===== src/rtl/psd_pkg.sv =====
`timescale 1ns/1ps
package psd_pkg;
  // Prescaler modulus selection driven by the swallow counter.
  typedef enum logic {
    MOD_BASE = 1'b0,  // divide by P
    MOD_EXT  = 1'b1   // divide by P+1
  } mod_sel_e;
endpackage


===== src/rtl/psd_prescaler.sv =====
`timescale 1ns/1ps
module psd_prescaler #(
  parameter int P = 4
) (
  input  logic               clk,
  input  logic               rst,
  input  psd_pkg::mod_sel_e  mod_sel_i,
  output logic               tick_o
);
  localparam int CW = $clog2(P + 2);

  logic [CW-1:0] cnt_q;
  logic [CW-1:0] last_c;

  // Terminal count depends on the modulus requested for this cycle.
  always_comb begin
    if (mod_sel_i == psd_pkg::MOD_EXT) last_c = CW'(P);
    else                               last_c = CW'(P - 1);
  end

  assign tick_o = (cnt_q == last_c);

  always_ff @(posedge clk) begin
    if (rst)         cnt_q <= '0;
    else if (tick_o) cnt_q <= '0;
    else             cnt_q <= cnt_q + 1'b1;
  end
endmodule


===== src/rtl/psd_cfg_reg.sv =====
`timescale 1ns/1ps
module psd_cfg_reg #(
  parameter int CNT_W = 6,
  parameter int RST_M = 4,
  parameter int RST_A = 1
) (
  input  logic             clk,
  input  logic             rst,
  input  logic             wr_i,
  input  logic [CNT_W-1:0] m_i,
  input  logic [CNT_W-1:0] a_i,
  output logic [CNT_W-1:0] stage_m_o,
  output logic [CNT_W-1:0] stage_a_o,
  output logic             err_o
);
  logic legal_c;

  assign legal_c = (m_i != '0) && (a_i <= m_i);

  always_ff @(posedge clk) begin
    if (rst) begin
      stage_m_o <= CNT_W'(RST_M);
      stage_a_o <= CNT_W'(RST_A);
      err_o     <= 1'b0;
    end else if (wr_i) begin
      if (legal_c) begin
        stage_m_o <= m_i;
        stage_a_o <= a_i;
        err_o     <= 1'b0;
      end else begin
        err_o     <= 1'b1;
      end
    end
  end
endmodule


===== src/rtl/psd_counters.sv =====
`timescale 1ns/1ps
module psd_counters #(
  parameter int CNT_W = 6,
  parameter int RST_M = 4,
  parameter int RST_A = 1
) (
  input  logic               clk,
  input  logic               rst,
  input  logic               tick_i,
  input  logic [CNT_W-1:0]   stage_m_i,
  input  logic [CNT_W-1:0]   stage_a_i,
  output psd_pkg::mod_sel_e  mod_sel_o,
  output logic               pulse_o
);
  logic [CNT_W-1:0] prog_q;   // prescaler cycles left in this period
  logic [CNT_W-1:0] swal_q;   // extended cycles left in this period
  logic             last_c;

  assign last_c    = (prog_q == CNT_W'(1));
  assign mod_sel_o = (swal_q != '0) ? psd_pkg::MOD_EXT : psd_pkg::MOD_BASE;

  always_ff @(posedge clk) begin
    if (rst) begin
      prog_q  <= CNT_W'(RST_M);
      swal_q  <= CNT_W'(RST_A);
      pulse_o <= 1'b0;
    end else begin
      pulse_o <= tick_i && last_c;
      if (tick_i) begin
        if (last_c) begin
          prog_q <= stage_m_i;
          swal_q <= stage_a_i;
        end else begin
          prog_q <= prog_q - 1'b1;
          if (swal_q != '0) swal_q <= swal_q - 1'b1;
        end
      end
    end
  end
endmodule


===== src/rtl/pulse_swallow_div.sv =====
`timescale 1ns/1ps
module pulse_swallow_div #(
  parameter int P     = 4,
  parameter int CNT_W = 6,
  parameter int RST_M = 4,
  parameter int RST_A = 1
) (
  input  logic             clk,
  input  logic             rst,
  input  logic             cfg_wr,
  input  logic [CNT_W-1:0] cfg_m,
  input  logic [CNT_W-1:0] cfg_a,
  output logic             cfg_err,
  output logic             div_pulse
);
  psd_pkg::mod_sel_e mod_sel;
  logic              pre_tick;
  logic [CNT_W-1:0]  stage_m;
  logic [CNT_W-1:0]  stage_a;

  psd_prescaler #(.P(P)) presc_i (
    .clk       (clk),
    .rst       (rst),
    .mod_sel_i (mod_sel),
    .tick_o    (pre_tick)
  );

  psd_cfg_reg #(.CNT_W(CNT_W), .RST_M(RST_M), .RST_A(RST_A)) cfg_i (
    .clk       (clk),
    .rst       (rst),
    .wr_i      (cfg_wr),
    .m_i       (cfg_m),
    .a_i       (cfg_a),
    .stage_m_o (stage_m),
    .stage_a_o (stage_a),
    .err_o     (cfg_err)
  );

  psd_counters #(.CNT_W(CNT_W), .RST_M(RST_M), .RST_A(RST_A)) cnt_i (
    .clk       (clk),
    .rst       (rst),
    .tick_i    (pre_tick),
    .stage_m_i (stage_m),
    .stage_a_i (stage_a),
    .mod_sel_o (mod_sel),
    .pulse_o   (div_pulse)
  );
endmodule


===== config.mk =====
export PLATFORM = sky130hd
export DESIGN_NAME = pulse_swallow_div
export DESIGN_NICKNAME = d
export VERILOG_FILES = /design/src/rtl/psd_pkg.sv /design/src/rtl/psd_prescaler.sv /design/src/rtl/psd_cfg_reg.sv /design/src/rtl/psd_counters.sv /design/src/rtl/pulse_swallow_div.sv
export SDC_FILE = /design/constraint.sdc
export NUM_CORES = 1
export LEC_CHECK = 0
export BUFFER_PORTS_ARGS = -buffer_cell sky130_fd_sc_hd__buf_2
export CAP_MARGIN = 20
export CORE_ASPECT_RATIO = 0.75
export CORE_MARGIN = 2
export CORE_UTILIZATION = 35
export CTS_CLUSTER_DIAMETER = 60
export DETAILED_ROUTE_END_ITERATION = 8
export GPL_TIMING_DRIVEN = 0
export PLACE_DENSITY_LB_ADDON = 0.2
export SETUP_SLACK_MARGIN = 0.05
export SYNTH_ARGS = -nofsm -noshare
export SYNTH_HDL_FRONTEND = slang
export SYNTH_HIERARCHICAL = 1
export SYNTH_SLANG_ARGS = --single-unit
export TNS_END_PERCENT = 20

===== constraint.sdc =====
create_clock -name clk -period 3.4 [get_ports clk]
set_clock_uncertainty 0.2 [all_clocks]
set_input_delay 0.68 -clock clk [delete_from_list [all_inputs] [get_ports clk]]
set_output_delay 0.68 -clock clk [all_outputs]
set_load 0.05 [all_outputs]

==> results.sh <==
export IMPL_rows=22
export IMPL_ys_top_cells_by_area="dfxtp_1 (34%), mux2i_1 (8.7%), ha_1 (8.0%), nand2b_1 (7.3%), a21oi_1 (2.6%)"
export IMPL_path_class="register to register"
export IMPL_internal_power_w=0.0005714
export IMPL_relSlewSlack_pct=64.41
export IMPL_cp_num_buf_inv=2
export IMPL_post_cts_setup_buffer_count=0
export IMPL_maxCapViolations=0
export IMPL_seq_area_um2=580.6
export IMPL_cts_hold_buf=0
export IMPL_cts_buffers=5
export IMPL_viasPerCell=5.162
export IMPL_slowest_stage="or4b_4"
export IMPL_yosys_cell_count_top_type="dfxtp_1"
export IMPL_grt_pass1_vias=1406
export IMPL_synth_cells=188
export IMPL_die_w_um=84.96
export IMPL_die_h_um=64.72
export IMPL_combPwrFrac_pct=14.6
export IMPL_synth_mux_area_share_pct=8.727
export IMPL_io_buffer_count=16
export IMPL_status="finished, final reports clean"
export IMPL_synth_top_area_cell="dfxtp_1"
export IMPL_drtPass1Iterations=4
export IMPL_synth_edf_count=0
export IMPL_synth_simple_area_share_pct=28.87
export IMPL_h_tree_depth=2
export IMPL_power_frac_seq_pct=48.1
export IMPL_p_per_area_mw_per_mm2=392.0
export IMPL_wl_mm=3.840
export IMPL_drtAntennaViolNets=0
export IMPL_fmax_mhz=334.9
export IMPL_worstPathRequired_ns=3.40
export IMPL_drive_gt1_share_pct=18.48
export IMPL_start_util_pct=35.71
export IMPL_post_dp_hpwl_mm=2.878
export IMPL_yosys_cell_types_count=47
export IMPL_rsz0062_at_grt="no"
export IMPL_grtUsageTotal_pct=15.19
export IMPL_ctsResizeCount=0
export IMPL_synth_xor_area_share_pct=0
export IMPL_finalSetupTns_ns=0
export IMPL_hold_violations=0
export IMPL_ys_seq_area_share_pct=33.75
export IMPL_worst_slew_pin_slew_ns=0.5339
export IMPL_clkSlewWorstSetupHoldPaths_ns=0.06
export IMPL_synthFlopType="dfxtp_1"
export IMPL_crit_family="simple AND/OR/NAND/NOR gates"
export IMPL_cp_start_kind="register"
export IMPL_total_power_w=0.0007750
export IMPL_period_share_pct=87.83
export IMPL_synth_commonest_cells="dfxtp_1 (29), nand2b_1 (20), mux2i_1 (15), inv_1 (12), ha_1 (11)"
export IMPL_clk_latency_ns=0.27
export IMPL_drtIter0Drc=92
export IMPL_synth_top_area_share_pct=33.75
export IMPL_cts_max_path_buffers=2
export IMPL_wl_per_cell_um=14.17
export IMPL_cts_root_buffer="clkbuf_8"
export IMPL_endpoint_kind="register"
export IMPL_gp_congestion=0.7731
export IMPL_switchingPower_w=0.0002036
export IMPL_fillers=486
export IMPL_vdd_ir_drop_max_v=0.0001362
export IMPL_hold_class="register to register"
export IMPL_grt_pass1_wl_mm=6.617
export IMPL_antenna_found_initial=0
export IMPL_crit_path_max_incr_delay_ns=0.49
export IMPL_yosys_warnings=6
export IMPL_nets=237
export IMPL_p_sw_share_pct=26.27
export IMPL_clockPowerShare_pct=37.3
export IMPL_multiInputGateArea_mm2=0.001061
export IMPL_io_pins=17
export IMPL_cp_data_arrival_time_ns=2.99
export IMPL_critPathMaxFanout=9
export IMPL_overflow=0
export IMPL_final_setup_viol_count=0
export IMPL_syn_mean_instance_area_um2=9.151
export IMPL_synth_nets=214
export IMPL_synth_async_sr_flop_share_pct=0
export IMPL_cts_sinks=29
export IMPL_synth_area_mm2=0.001720
export IMPL_finalMaxSlewViolations=0
export IMPL_grt_max_degree=18
export IMPL_diodes=0
export IMPL_drc=0
export IMPL_synth_top_family_by_area="simple AND/OR/NAND/NOR gates"
export IMPL_synth_compound_area_share_pct=15.20
export IMPL_finalCriticalPeriod_ns=2.986
export IMPL_synth_fa_ha_area_share_pct=8.000
export IMPL_vias=1399
export IMPL_leakagePower_nw=0.7701
export IMPL_cts_tree="done"
export IMPL_ys_seq_elements=29
export IMPL_die_area_mm2=0.005498
export IMPL_core_mm2=0.004817
export IMPL_area_delta_synth_final_pct=14.91
export IMPL_crit_chain="inv_1 > ha_1 > nor4b_4 > nand2_1 > nand3b_1 > o22ai_1 > buf_4 > or4b_4 > or4_1 > a31oi_1"
[worst min-delay path, delay by kind of cell, from the launching register on]
family	cells	cell delay, ns
DFF	1	0.31
muxes	1	0.05
and+or+nand+nor	1	0.06
[power groups by stage]
stage	clock network (W)	logic (W)	registers [W]
6_report	0.000289	0.000113	0.000373
5_1_grt	0.000313	0.000128	0.000376
4_1_cts	0.000295	0.000113	0.000373
3_5_place_dp	0	0.000112	0.000380
3_3_place_gp	0	0.000112	0.000380
2_1_floorplan	0	0.0000778	0.000378
[registers in the layout, summed over array words and instances (netlist names)]
register and count:
cfg_i/stage_m_o 6, cnt_i/swal_q 6, cfg_i/stage_a_o 6, cfg_i/err_o 1, cnt_i/pulse_o 1, presc_i/cnt_q 3
cnt_i/prog_q 6
[path summary, 6_finish.rpt]
check / from / to / slack, ns / cells past startpoint
worst min-delay path: cfg_i/stage_m_o[3] / cfg_i/stage_m_o[3] / 0.27 / 2
worst max register to register: cnt_i/swal_q[0] / cnt_i/swal_q[3] / 0.41 / 10
worst max-delay path: cnt_i/swal_q[0] / cnt_i/swal_q[3] / 0.41 / 10
worst min register to register: cfg_i/stage_m_o[3] / cfg_i/stage_m_o[3] / 0.27 / 2
[layer usage]
| metal | vias up | part of all wire, % | global-route usage (%) |
|---|---|---|---|
| met5 | - | 0 | 0 |
| met2 | 27 | 40 | 22.27 |
| met3 | 5 | 4.0 | 3.949 |
| met1 | 637 | 55 | 21.85 |
| li1 | 730 | - | - |
| met4 | 0 | 0.89 | 4.167 |
[stage by stage]
| step | setup slack, ns | hold WS [ns] | area [µm²] | utilization [%] | instances |
|---|---|---|---|---|---|
| 3_3_place_gp | 0.2976 | 0.2634 | 1876 | 38.94 | 264 |
| 3_5_place_dp | 0.3220 | 0.2714 | 1876 | 38.94 | 264 |
| 4_1_cts | 0.2917 | 0.2796 | 1962 | 40.73 | 271 |
| 5_1_grt | 0.1404 | 0.3109 | 1977 | 41.04 | 271 |
| 6_report | 0.4137 | 0.2731 | 1977 | 41.04 | 271 |
| 2_1_floorplan | 0.6623 | 0.2485 | 1720 | - | 188 |
[area by class of cell]
type	instances	share of cell area (%)
tap	60	3.797
sequential	29	29.37
clock buffer	7	4.367
inverter	12	2.278
timing repair buffer	16	4.051
buffer	8	2.468
multi-input combinational	139	53.67
[cell families (layout without fill, tap and decap cells)]
logic type      Yosys count  count (layout)
simple gates             77              77
compound gates           36              36
flops                    29              29
buf+inv                  20              43
mux                      15              15
fa+ha+maj                11              11
[cell usage in the layout, fill, tap and decap left out, types with 2 or more instances in the layout]
| master | Yosys | layout |
|---|---|---|
| a211oi_1 | 6 | 6 |
| a21oi_1 | 9 | 9 |
| a31oi_1 | 4 | 4 |
| and3_1 | 2 | 2 |
| buf_2 | 0 | 16 |
| buf_6 | 2 | 2 |
| clkbuf_1 | 4 | 5 |
| clkbuf_8 | 0 | 6 |
| dfxtp_1 | 29 | 29 |
| ha_1 | 11 | 11 |
| inv_1 | 12 | 12 |
| mux2i_1 | 15 | 15 |
| nand2_1 | 8 | 8 |
| nand2b_1 | 20 | 20 |
| nand3_1 | 5 | 5 |
| nand3b_1 | 3 | 3 |
| nor2_1 | 10 | 10 |
| nor2b_1 | 3 | 3 |
| nor3_1 | 3 | 3 |
| nor3_2 | 2 | 2 |
| nor3b_1 | 4 | 4 |
| nor4_1 | 3 | 2 |
| nor4_2 | 1 | 2 |
| o21ai_0 | 3 | 3 |
| o21ai_1 | 3 | 3 |
| o22ai_1 | 2 | 2 |
| or3_1 | 2 | 2 |
Power figures use the tool's default switching activity.
